**config.mk**
```make
export PLATFORM = sky130hd
export DESIGN_NAME = lsu_lane_align
export DESIGN_NICKNAME = d
export VERILOG_FILES = /design/src/rtl/lsu_pkg.sv /design/src/rtl/lsu_addr_gen.sv /design/src/rtl/lsu_store_steer.sv /design/src/rtl/lsu_load_extract.sv /design/src/rtl/lsu_lane_align.sv
export SDC_FILE = /design/constraint.sdc
export NUM_CORES = 1
export LEC_CHECK = 0
export BUFFER_PORTS_ARGS = -buffer_cell sky130_fd_sc_hd__buf_4
export CAP_MARGIN = 20
export CELL_PAD_IN_SITES_DETAIL_PLACEMENT = 1
export CELL_PAD_IN_SITES_GLOBAL_PLACEMENT = 1
export CORE_UTILIZATION = 32
export DETAILED_ROUTE_END_ITERATION = 8
export GPL_TIMING_DRIVEN = 1
export PLACE_DENSITY = 0.89
export SLEW_MARGIN = 20
export SYNTH_ARGS = -nofsm -noshare
export SYNTH_HDL_FRONTEND = slang
export SYNTH_SLANG_ARGS = --single-unit
```
**constraint.sdc**
```tcl
create_clock -name clk -period 3.4 [get_ports clk]
set_input_delay 0.17 -clock clk [delete_from_list [all_inputs] [get_ports clk]]
set_output_delay 0.17 -clock clk [all_outputs]
set_load 0.01 [all_outputs]
```
**src/rtl/lsu_pkg.sv**
```systemverilog
package lsu_pkg;

  localparam int WORD_BYTES = 4;
  localparam int WORD_BITS  = 8 * WORD_BYTES;
  localparam int LANE_W     = $clog2(WORD_BYTES);

  typedef enum logic [1:0] {
    SZ_BYTE = 2'd0,
    SZ_HALF = 2'd1,
    SZ_WORD = 2'd2
  } acc_size_e;

  typedef struct packed {
    acc_size_e size;
    logic      unsgn;
    logic      legal;
  } acc_kind_t;

  function automatic acc_kind_t decode_kind(input logic [2:0] code);
    acc_kind_t k;
    k.unsgn = code[2];
    k.legal = 1'b1;
    unique case (code)
      3'b000, 3'b100: k.size = SZ_BYTE;
      3'b001, 3'b101: k.size = SZ_HALF;
      3'b010:         k.size = SZ_WORD;
      default: begin
        k.size  = SZ_BYTE;
        k.legal = 1'b0;
      end
    endcase
    return k;
  endfunction

  function automatic logic is_misaligned(input acc_size_e sz, input logic [LANE_W-1:0] low);
    unique case (sz)
      SZ_HALF: return low[0];
      SZ_WORD: return |low;
      default: return 1'b0;
    endcase
  endfunction

  function automatic logic [WORD_BYTES-1:0] lane_mask(input acc_size_e sz,
                                                      input logic [LANE_W-1:0] lane);
    logic [WORD_BYTES-1:0] base;
    unique case (sz)
      SZ_HALF: base = WORD_BYTES'(2'b11);
      SZ_WORD: base = '1;
      default: base = WORD_BYTES'(1'b1);
    endcase
    return base << lane;
  endfunction

  function automatic logic [WORD_BITS-1:0] widen(input logic [WORD_BITS-1:0] word,
                                                 input acc_kind_t k,
                                                 input logic [LANE_W-1:0] lane);
    logic [WORD_BITS-1:0] sh;
    logic                 fill;
    sh = word >> {lane, 3'b000};
    unique case (k.size)
      SZ_BYTE: begin
        fill = ~k.unsgn & sh[7];
        return {{(WORD_BITS-8){fill}}, sh[7:0]};
      end
      SZ_HALF: begin
        fill = ~k.unsgn & sh[15];
        return {{(WORD_BITS-16){fill}}, sh[15:0]};
      end
      default: return word;
    endcase
  endfunction

endpackage

```
**src/rtl/lsu_addr_gen.sv**
```systemverilog
module lsu_addr_gen
  import lsu_pkg::*;
#(
  parameter int ADDR_W = 32,
  parameter int DISP_W = 12
) (
  input  logic              clk,
  input  logic              rst_n,
  input  logic              req_valid,
  input  logic              req_store,
  input  logic [2:0]        req_width,
  input  logic [ADDR_W-1:0] req_base,
  input  logic [DISP_W-1:0] req_disp,
  output logic [ADDR_W-1:0] eff_addr,
  output acc_kind_t         kind,
  output logic              misalign,
  output logic              bad_width,
  output logic              go_load,
  output logic              go_store
);

  localparam int EXT_W = ADDR_W - DISP_W;

  logic [ADDR_W-1:0] disp_ext;
  logic              fault;

  always_comb begin
    disp_ext  = {{EXT_W{req_disp[DISP_W-1]}}, req_disp};
    eff_addr  = req_base + disp_ext;
    kind      = decode_kind(req_width);
    bad_width = req_valid & ~kind.legal;
    misalign  = req_valid & kind.legal & is_misaligned(kind.size, eff_addr[LANE_W-1:0]);
    fault     = bad_width | misalign;
    go_store  = req_valid & req_store & ~fault;
    go_load   = req_valid & ~req_store & ~fault;
  end

  assert_byte_never_misaligned_R5: assert property (@(posedge clk) disable iff (!rst_n)
    (req_valid && (req_width == 3'b000 || req_width == 3'b100)) |-> !misalign);

  assert_bad_code_blocks_access_R2: assert property (@(posedge clk) disable iff (!rst_n)
    bad_width |-> (!go_load && !go_store && !misalign));

endmodule

```
**src/rtl/lsu_store_steer.sv**
```systemverilog
module lsu_store_steer
  import lsu_pkg::*;
(
  input  logic                  clk,
  input  logic                  rst_n,
  input  logic                  go_store,
  input  acc_size_e             size,
  input  logic [LANE_W-1:0]     lane,
  input  logic [WORD_BITS-1:0]  src,
  output logic [WORD_BYTES-1:0] wstrb,
  output logic [WORD_BITS-1:0]  wdata
);

  logic [WORD_BYTES-1:0] mask;

  assign mask  = lane_mask(size, lane);
  assign wstrb = go_store ? mask : '0;

  for (genvar k = 0; k < WORD_BYTES; k++) begin : g_lane
    always_comb begin
      unique case (size)
        SZ_BYTE: wdata[8*k +: 8] = src[7:0];
        SZ_HALF: wdata[8*k +: 8] = src[8*(k % 2) +: 8];
        default: wdata[8*k +: 8] = src[8*k +: 8];
      endcase
    end
  end

  assert_strobe_shape_R4: assert property (@(posedge clk) disable iff (!rst_n)
    (wstrb != '0) |-> ($countones(wstrb) == 1 || $countones(wstrb) == 2 ||
                       $countones(wstrb) == WORD_BYTES));

  assert_strobe_needs_store_R4: assert property (@(posedge clk) disable iff (!rst_n)
    !go_store |-> (wstrb == '0));

endmodule

```
**src/rtl/lsu_load_extract.sv**
```systemverilog
module lsu_load_extract
  import lsu_pkg::*;
(
  input  logic                 clk,
  input  logic                 rst_n,
  input  logic                 issue,
  input  acc_kind_t            issue_kind,
  input  logic [LANE_W-1:0]    issue_lane,
  input  logic                 mem_rvalid,
  input  logic [WORD_BITS-1:0] mem_rdata,
  output logic                 ld_valid,
  output logic [WORD_BITS-1:0] ld_data
);

  acc_kind_t            ctx_kind;
  logic [LANE_W-1:0]    ctx_lane;
  acc_kind_t            out_kind;
  logic [WORD_BITS-1:0] widened;

  assign widened = widen(mem_rdata, ctx_kind, ctx_lane);

  always_ff @(posedge clk) begin
    if (!rst_n) begin
      ctx_kind <= '0;
      ctx_lane <= '0;
    end else if (issue) begin
      ctx_kind <= issue_kind;
      ctx_lane <= issue_lane;
    end
  end

  always_ff @(posedge clk) begin
    if (!rst_n) begin
      ld_valid <= 1'b0;
      ld_data  <= '0;
      out_kind <= '0;
    end else begin
      ld_valid <= mem_rvalid;
      if (mem_rvalid) begin
        ld_data  <= widened;
        out_kind <= ctx_kind;
      end
    end
  end

  assert_result_follows_return_R10: assert property (@(posedge clk) disable iff (!rst_n)
    ld_valid |-> $past(mem_rvalid));

  assert_data_held_when_idle_R10: assert property (@(posedge clk) disable iff (!rst_n)
    (!ld_valid && !$past(!rst_n)) |-> $stable(ld_data));

  assert_unsigned_byte_zero_top_R7: assert property (@(posedge clk) disable iff (!rst_n)
    (ld_valid && out_kind.unsgn && out_kind.size == SZ_BYTE) |-> (ld_data[WORD_BITS-1:8] == '0));

  assert_unsigned_half_zero_top_R8: assert property (@(posedge clk) disable iff (!rst_n)
    (ld_valid && out_kind.unsgn && out_kind.size == SZ_HALF) |-> (ld_data[WORD_BITS-1:16] == '0));

endmodule

```
**src/rtl/lsu_lane_align.sv**
```systemverilog
module lsu_lane_align
  import lsu_pkg::*;
#(
  parameter int ADDR_W = 32,
  parameter int DISP_W = 12
) (
  input  logic                  clk,
  input  logic                  rst_n,
  input  logic                  req_valid,
  input  logic                  req_store,
  input  logic [2:0]            req_width,
  input  logic [ADDR_W-1:0]     req_base,
  input  logic [DISP_W-1:0]     req_disp,
  input  logic [WORD_BITS-1:0]  req_src,
  output logic [ADDR_W-3:0]     mem_addr,
  output logic [WORD_BYTES-1:0] mem_wstrb,
  output logic [WORD_BITS-1:0]  mem_wdata,
  output logic                  mem_re,
  input  logic                  mem_rvalid,
  input  logic [WORD_BITS-1:0]  mem_rdata,
  output logic                  misalign,
  output logic                  bad_width,
  output logic                  ld_valid,
  output logic [WORD_BITS-1:0]  ld_data
);

  logic [ADDR_W-1:0] eff_addr;
  acc_kind_t         kind;
  logic              go_load;
  logic              go_store;

  lsu_addr_gen #(.ADDR_W(ADDR_W), .DISP_W(DISP_W)) u_addr (
    .clk       (clk),
    .rst_n     (rst_n),
    .req_valid (req_valid),
    .req_store (req_store),
    .req_width (req_width),
    .req_base  (req_base),
    .req_disp  (req_disp),
    .eff_addr  (eff_addr),
    .kind      (kind),
    .misalign  (misalign),
    .bad_width (bad_width),
    .go_load   (go_load),
    .go_store  (go_store)
  );

  lsu_store_steer u_store (
    .clk      (clk),
    .rst_n    (rst_n),
    .go_store (go_store),
    .size     (kind.size),
    .lane     (eff_addr[LANE_W-1:0]),
    .src      (req_src),
    .wstrb    (mem_wstrb),
    .wdata    (mem_wdata)
  );

  lsu_load_extract u_load (
    .clk        (clk),
    .rst_n      (rst_n),
    .issue      (go_load),
    .issue_kind (kind),
    .issue_lane (eff_addr[LANE_W-1:0]),
    .mem_rvalid (mem_rvalid),
    .mem_rdata  (mem_rdata),
    .ld_valid   (ld_valid),
    .ld_data    (ld_data)
  );

  assign mem_addr = eff_addr[ADDR_W-1:LANE_W];
  assign mem_re   = go_load;

  assert_fault_blocks_memory_R6: assert property (@(posedge clk) disable iff (!rst_n)
    (misalign || bad_width) |-> (mem_wstrb == '0 && !mem_re));

  assert_no_read_and_write_R6: assert property (@(posedge clk) disable iff (!rst_n)
    mem_re |-> (mem_wstrb == '0));

endmodule

```
### Word level (Yosys, flattened, before mapping)

Cells that the tools add are included.

* reduce and logical (&&, ||, !) cells: 7
* shifts and indexed selects: 2
* eq/ne operators: 7
* bitwise logic cells: 14
* add/sub/neg operators: 1
* mux-type cells: 9

Operators by type and width (count)
* $pmux 32 s2: 1
* $add 32x32->32: 1
* $shr 32x5->16: 1
* $mux 8: 2
* $pmux 8 s2: 1
* $and 1x1->1: 9
* $pmux 4 s2: 1
* $eq 3x3->1 const B: 2
* $reduce_or 2->1: 3
* $reduce_or 5->1: 1
* $eq 2x1->1 const B: 2
* $logic_not 2->1: 2
* $mux 4: 1
* $not 1->1: 4
* $pmux 2 s2: 1
* $shl 4x2->4: 1
* $eq 3x1->1 const B: 1
* $eq 3x2->1 const B: 1
* $logic_not 3->1: 1
* $eq 2x2->1 const B: 1
* $pmux 1 s2: 1
* $mux 1: 1
* $or 1x1->1: 1

* bits in registers: 38
* output and inout port bits: 102
* word-level logic and storage cells: 45

### Depth between registers and ports, before layout

Gate-level depths: netlist of the first run.

* depth in word-level cells: 10
* mapped depth: 11
* mapped depth without buffers: 9

### Cells and area by module

From an unflattened synthesis of the first run, not the netlist that was laid out.

* cells, all modules: 599
* area, all modules: 4620.7 um2

By module, submodules not included
* lsu_load_extract: area an instance 2089.5 um2, seq. area each 760.7 um2, times used 1, cells each 238
* lsu_addr_gen: area an instance 2001.9 um2, seq. area each 0.0 um2, times used 1, cells each 277
* lsu_store_steer: area an instance 529.3 um2, seq. area each 0.0 um2, times used 1, cells each 84

### Worst setup path after synthesis of the first run

OpenSTA, ideal clock, no wires.

* path type: input to output
* start: input req_base[0]
* end: output mem_addr[16]
* buffers on the path: 1
* data arrival time: 2313 ps
* cell stages on the path: 10
* setup slack: 917 ps
* cells stage by stage: ha_1 fa_1 a21o_1 a221oi_2 o21ai_1 a41oi_2 o21ai_1 a31oi_1 xnor2_1 buf_4

* cells in the longest elaborated chain, start to end: 1

Ends and longest elaborated chain
* from (decl): RTL line lsu_lane_align.sv:12 `input logic [ADDR_W-1:0] req_base,`
* $add 32x32->32: RTL line lsu_addr_gen.sv:29 `eff_addr = req_base + disp_ext;`
* to (decl): RTL line lsu_lane_align.sv:15 `output logic [ADDR_W-3:0] mem_addr,`

No other way between the ends.

### Worst setup path after layout of the first run

Same ends and word-level chain as after synthesis.

==> run metrics, run 1 <==
most frequent cells in the layout=buf_4, nand2_1, a21oi_1; Power Density=between 300 and 400 nW/um2; post-DP HPWL=~14 mm; TritonCTS buffer count=5; H-Tree Depth=2; Worst Tran Pin Value=approximately 0.7 ns; share of cells above drive strength 1=0.342; FF-to-FF path depth=7; fmax=334 MHz; DR iter-0 viols=about 250; status=finished clean; Top FF cell, synth=dfxtp_1; crit-path cells=buf_4 -> ha_1 -> fa_1 -> a21o_1 -> a221oi_2 -> o21ai_1 -> a41oi_2 -> o21ai_1 -> a31oi_1 -> xnor2_1 -> buf_4; setup slack after layout=around 0.4 ns; CTS tree=done; Setup crit start kind=input pin; Crit. End Element=output port; EDFF count, synth=0; io pins=roughly 220; Die ar.=about 14000 um2; setup TNS=0 ns; sequential fraction of the synthesis area=0.177; Residual DRC=0; Synth Cell Area=between 4000 and 5000 um2; Skew-Pair Late Insertion Delay=approximately 0.29 ns; final hold violation count=0; setup repair bufs after CTS=0; Post-DRT Antenna Nets=0; port bufs=217; final setup violation count=0; Hold Path End=u_load.ld_data[18]; via count=around 5000; Final min period=2.99 ns; commonest non-fill, non-tap cell in the layout=buf_4; LEAKAGE=~2.7 nW; Min-Delay Startpoint=mem_rdata[18]; Worst path slowest cell=fa_1; area grow syn2layout=38.6%; global-route usage over all layers=0.239; initial antenna violation count=0; flop2flop setup slack=between 0.7 and 0.8 ns; worst clock skew=between 0.003 and 0.004 ns; cell count after synthesis=586; final-stage net count=between 800 and 900; hold_buf cts=0; Placer Congestion=just over 0.9; n_diodes=0; DIE HEIGHT=between 100 and 150 um; Clock Path Buffers=2; Die X=~120 um; first-pass GRT wire length=around 27 mm; Root Driver=clkbuf_16; Initial Utilization=0.334; max-cap violation count=0; worst hold path depth=3; Async S/R FF share, synth=0; core area=around 13000 um2; Slew headroom=0.533; CP max stage delay=0.42 ns; via density per instance=around 5.5; Post-Syn Nets=~740; Post-Route WL=17.1 mm; RSZ-0062 raised after global routing=false; Post-CTS Resized=0; FF/Latch Area=761 um2; Distinct cells, synth=between 50 and 60; Row Count=between 40 and 50; grt ovf=0; Max Slew Vio Count=0; vias in the first global route=between 5000 and 6000; RR Endpoint=u_load.ld_data[23]; pin count of the biggest net entering global routing=44; flops & latches, synth=38; syn avg cell area=7.33 um2; worst r2r src=u_load.ctx_lane[1]; CP max FO=4; Worst EP arrival=2.82 ns; clock slew at reported path FFs=0.06 ns; pre-CTS setup slack=0.430 ns; CTS sink cnt=38; Final period util=0.879; Avg WL per Cell=18.7 um; Critical Path RT=~3.2 ns; yosys warns=0; Filler cells=between 1500 and 2000; Max IR drop VDD=163 uV; kind of critical path=in2out; hold crit path type=in2reg; DR pass1 iterations=4; multi-input logic area=about 3100 um2
[worst max-delay path by stage]
stage          cells after the start         from           end
3_5_place_dp                      11  req_base[0]  mem_addr[24]
3_3_place_gp                      11  req_base[0]  mem_addr[16]
5_1_grt                           11  req_base[0]  mem_addr[16]
4_1_cts                           11  req_base[0]  mem_addr[24]
6_report                          11  req_base[0]  mem_addr[16]
2_1_floorplan                     10  req_base[0]  mem_addr[16]
[kinds of logic after synthesis]
kind of cell,share of synthesized area
multiplexers,0.0985
AND/OR/NAND/NOR,0.179
buffers and inverters,0.104
AO/OA/AOI/OAI,0.271
XOR/XNOR,0.0612
flip-flops,0.177
adder cells (fa/ha/maj),0.110
[sequential cells by signal (all words and copies together) (netlist names)]
signal,flops
u_load.ctx_kind,3
u_load.ctx_lane,2
u_load.ld_data,32
u_load.ld_valid,1
[cell type report]
type	count	area share
Clock buffer	5	0.0210
Clock inverter	3	0.0116
Inverter	11	0.00694
Multi-Input combinational cell	468	0.519
Sequential cell	38	0.128
Tap cell	172	0.0362
Timing Repair Buffer	220	0.277
[synth_stat cells, types with 3 or more instances]
library cell,count,share of area
a211oi_1,4,0.0070
a21boi_0,7,0.012
a21o_1,12,0.021
a21oi_1,65,0.076
a22oi_1,8,0.014
a31oi_1,8,0.012
and3_1,4,0.0058
buf_2,4,0.0047
buf_4,38,0.066
clkbuf_1,26,0.023
dfxtp_1,38,0.18
ha_1,36,0.10
inv_1,11,0.0096
mux2_2,16,0.042
mux2i_1,22,0.051
nand2_1,84,0.073
nand2b_1,9,0.013
nand3_1,9,0.010
nor2_1,38,0.033
nor2b_1,9,0.013
nor3_1,6,0.0070
o211ai_1,4,0.0070
o21ai_0,49,0.057
o21ai_1,4,0.0047
o221ai_1,7,0.014
or2_2,3,0.0044
xnor2_1,18,0.037
xor2_1,12,0.024
[routing by layer]
layer / part of all wire / wire (um) / vias to the layer above / track usage
li1: - / - / 2372 / -
met5: 0 / 0 / - / 0
met1: 0.40 / 6780 / 2418 / 0.265
met3: 0.058 / 998 / 38 / 0.0446
met2: 0.51 / 8800 / 194 / 0.451
met4: 0.031 / 522 / 0 / 0.0761
[per-stage QoR]
| step | hold slack, ns | instances | power [mW] | util | cell area [um2] |
|---|---|---|---|---|---|
| floorplan | 0.317 | 586 | 1.13 | - | 4300 |
| global placement | 0.449 | 909 | 1.47 | 0.447 | 5760 |
| detailed placement | 0.463 | 909 | 1.50 | 0.447 | 5760 |
| global route | 0.174 | 917 | 2.22 | 0.462 | 5950 |
| finish | 0.158 | 917 | 2.11 | 0.462 | 5950 |
| CTS | 0.164 | 917 | 2.12 | 0.462 | 5950 |
[critical path, delay by kind of cell]
family / cells / cell delay (ns)
AO/OA/AOI/OAI: 6 / 1.59
buffers and inverters: 2 / 0.25
XOR/XNOR: 1 / 0.14
adder cells (fa/ha/maj): 2 / 0.65
[power by group]
part | switching (mW) | internal (mW)
clock network | 0.199 | 0.422
logic | 0.511 | 0.479
registers | 0.0233 | 0.479
No activity file was read; power rests on OpenSTA's default activity.
==> run 2, diff against run 1 <==
--- a/config.mk
+++ b/config.mk
@@ -5,6 +5,7 @@
 export SDC_FILE = /design/constraint.sdc
 export NUM_CORES = 1
 export LEC_CHECK = 0
+export ABC_AREA = 1
 export BUFFER_PORTS_ARGS = -buffer_cell sky130_fd_sc_hd__buf_4
 export CAP_MARGIN = 20
 export CELL_PAD_IN_SITES_DETAIL_PLACEMENT = 1
@@ -12,7 +13,7 @@
 export CORE_UTILIZATION = 32
 export DETAILED_ROUTE_END_ITERATION = 8
 export GPL_TIMING_DRIVEN = 1
-export PLACE_DENSITY = 0.89
+export PLACE_DENSITY = 0.9
 export SLEW_MARGIN = 20
 export SYNTH_ARGS = -nofsm -noshare
 export SYNTH_HDL_FRONTEND = slang
==> run metrics, run 2 <==
commonest non-fill, non-tap cell in the layout=nand2_1; Skew-Pair Late Insertion Delay=0.28 ns (about the same); grt ovf=0 (unchanged); Async S/R FF share, synth=0 (unchanged); DIE HEIGHT=129 um (+9.5%); most used cell along the critical path=buf_4; CP max stage delay=0.69 ns (+0.27 ns); multi-input logic area=3350 um2 (+8.5%); global-route usage over all layers=0.227 (-0.0114); Synth Cell Area=5160 um2 (+20%); top-count cell post-synth=nand2_1; setup repair bufs after CTS=0 (unchanged); most frequent cells in the layout=nand2_1, buf_4, inv_1; Distinct cells, synth=36 (-35%); Post-Syn Nets=1085 (+47%); Logic pwr share=0.525 (+0.056); status=finished clean; clock slew at reported path FFs=0.06 ns (about the same); via count=6256 (+25%); total power=2.08 mW (-1.7%); final core utilization=0.430 (-0.0318); Filler cells=2210 (+36%); FF-to-FF path depth=5 (-2); Post-DRT Antenna Nets=0 (unchanged); CTS tree=done; Top FF cell, synth=dfxtp_1; share of cells above drive strength 1=0.230 (-0.113); flops & latches, synth=38 (unchanged); io pins=218 (unchanged); Final period util=0.785 (-0.0943); Placer Congestion=0.853 (-8.6%); LEAKAGE=4.00 nW (+46%); FF/Latch Area=761 um2 (unchanged); Residual DRC=0 (unchanged); Net Sw Frac=0.401 (+0.0539); Psw=0.833 mW (+14%); Setup crit start kind=input pin; Avg WL per Cell=14.4 um (-23%); kind of critical path=in2out; flop2flop setup slack=1.46 ns (+0.68 ns); worst r2r src=u_load.ctx_kind[3]; Crit. End Element=output port; Top reg by flops=u_load.ld_data; final hold violation count=0 (unchanged); fmax=375 MHz (+12%); Power Density=305 nW/um2 (-14%); sequential fraction of the synthesis area=0.147 (-0.0297); yosys warns=0 (unchanged); worst clock skew=0.00392 ns (+0.000291 ns); worst hold path depth=3 (unchanged); post-DP HPWL=16.0 mm (+17%); max-cap violation count=0 (unchanged); DR iter-0 viols=268 (+6.8%); via density per instance=4.76 (-13%); cell count after placement=1306 (+44%); Post-CTS Resized=0 (unchanged); TritonCTS buffer count=5 (unchanged); Commonest cells post-synth=nand2_1, inv_1, o21ai_0, nor2_1, a21oi_1; Hold Path End=u_load.ld_data[0]; post-layout instance count excluding filler cells=1314 (+43%); Min-Delay Startpoint=mem_rdata[0]; Final min period=2.67 ns (-0.321 ns); Slew headroom=0.479 (-0.0543); n_diodes=0 (unchanged); hold crit path type=in2reg; CTS sink cnt=38 (unchanged); Max Slew Vio Count=0 (unchanged); final-stage net count=1250 (+39%); final setup violation count=0 (unchanged); hold_buf cts=0 (unchanged); core area=15800 um2 (+23%); Die X=129 um (+9.5%); vias in the first global route=6310 (+20%); cell count after synthesis=932 (+59%); RSZ-0062 raised after global routing=false; H-Tree Depth=2 (unchanged); Critical Path RT=3.23 ns (about the same); DR pass1 iterations=4 (unchanged); final hold slack=0.188 ns (+0.0306 ns); syn avg cell area=5.54 um2 (-24%); area grow syn2layout=32.0%; Root Driver=clkbuf_16; area leader, netlist=nand2_1; first-pass GRT wire length=30.1 mm (+12%); Area contributors post-synth=nand2_1, dfxtp_1, inv_1; EDFF count, synth=0 (unchanged); number of flip-flops in the largest register=32 (unchanged); Worst path slowest cell=nor2_2; crit-path cells=buf_4 -> nor3_1 -> inv_1 -> ha_1 -> nor2_2 -> mux2_2 -> buf_4; top flop regs=u_load.ld_data: 32 flops, u_load.ctx_kind: 3 flops, u_load.ctx_lane: 2 flops; Worst Tran Pin Value=0.781 ns (+0.0835 ns); Post-Route WL=18.9 mm (+11%); pin count of the biggest net entering global routing=58 (+32%); Row Count=46 (+12%); Reg power frac=0.247 (+0.009); Clk pwr share=0.228 (-0.066); setup TNS=0 ns (unchanged); Initial Utilization=0.326 (-0.00751); initial antenna violation count=0 (unchanged); Internal=1.24 mW (-9.8%); Worst EP arrival=2.50 ns (-0.32 ns); port bufs=217 (unchanged); area share of the largest cell type after synthesis=0.229 (+0.0520); CP max FO=17 (+13); Die ar.=16600 um2 (+20%); RR Endpoint=u_load.ld_data[29]; Max IR drop VDD=190 uV (+16%); Clock Path Buffers=2 (unchanged)
run 2: stage by stage:
step	setup slack (ns)	area, um2
2_1_floorplan	1.44	5160
3_3_place_gp	0.888	6660
3_5_place_dp	0.779	6660
4_1_cts	0.777	6810
5_1_grt	0.568	6810
6_report	0.730	6810
run 2: power groups by stage:
stage	sequential [mW]	combinational, mW	clock, mW
after global routing	0.517	1.21	0.502
after detailed placement	0.522	1.09	0
after CTS	0.513	1.10	0.482
after global placement	0.520	1.06	0
final	0.513	1.09	0.473
after floorplan	0.532	0.693	0
run 2: worst max-delay path by stage:
stage | end | depth (start not counted) | startpoint | slack (ns)
after floorplan | mem_wdata[21] | 7 | req_width[2] | 1.44
after detailed placement | mem_wdata[18] | 7 | req_width[2] | 0.78
final | mem_wdata[18] | 7 | req_width[2] | 0.73
after global placement | mem_wdata[16] | 7 | req_width[2] | 0.89
after global routing | mem_wdata[18] | 7 | req_width[2] | 0.57
after CTS | mem_wdata[18] | 7 | req_width[2] | 0.78
run 2: cell families (layout without fill, tap and decap cells):
logic type	after synthesis	count (layout)	synth area share
simple gates	435	435	0.335
flops	38	38	0.147
fa+ha+maj	37	37	0.0912
xor+xnor	16	16	0.0272
buf+inv	231	397	0.203
compound gates	167	167	0.179
mux	8	8	0.0175
run 2: final cells by class:
| cell class | count | area share |
|---|---|---|
| multi-input combinational | 663 | 0.492 |
| inverter | 171 | 0.0942 |
| tap | 216 | 0.0397 |
| timing repair buffer | 218 | 0.240 |
| sequential | 38 | 0.112 |
| clock buffer | 6 | 0.0204 |
| clock inverter | 2 | 0.00184 |
run 2: critical path: cells and delay by family:
| kind | cells | cell delay, ns |
|---|---|---|
| and+or+nand+nor | 2 | 1.03 |
| buffers and inverters | 3 | 0.42 |
| adders and majority gates | 1 | 0.44 |
| muxes | 1 | 0.42 |
run 2: routing by layer:
layer	track usage	up-vias	part of all wire
li1	-	3183	-
met1	0.276	2889	0.43
met2	0.419	163	0.50
met3	0.0249	21	0.049
met4	0.0651	0	0.017
met5	0	-	0
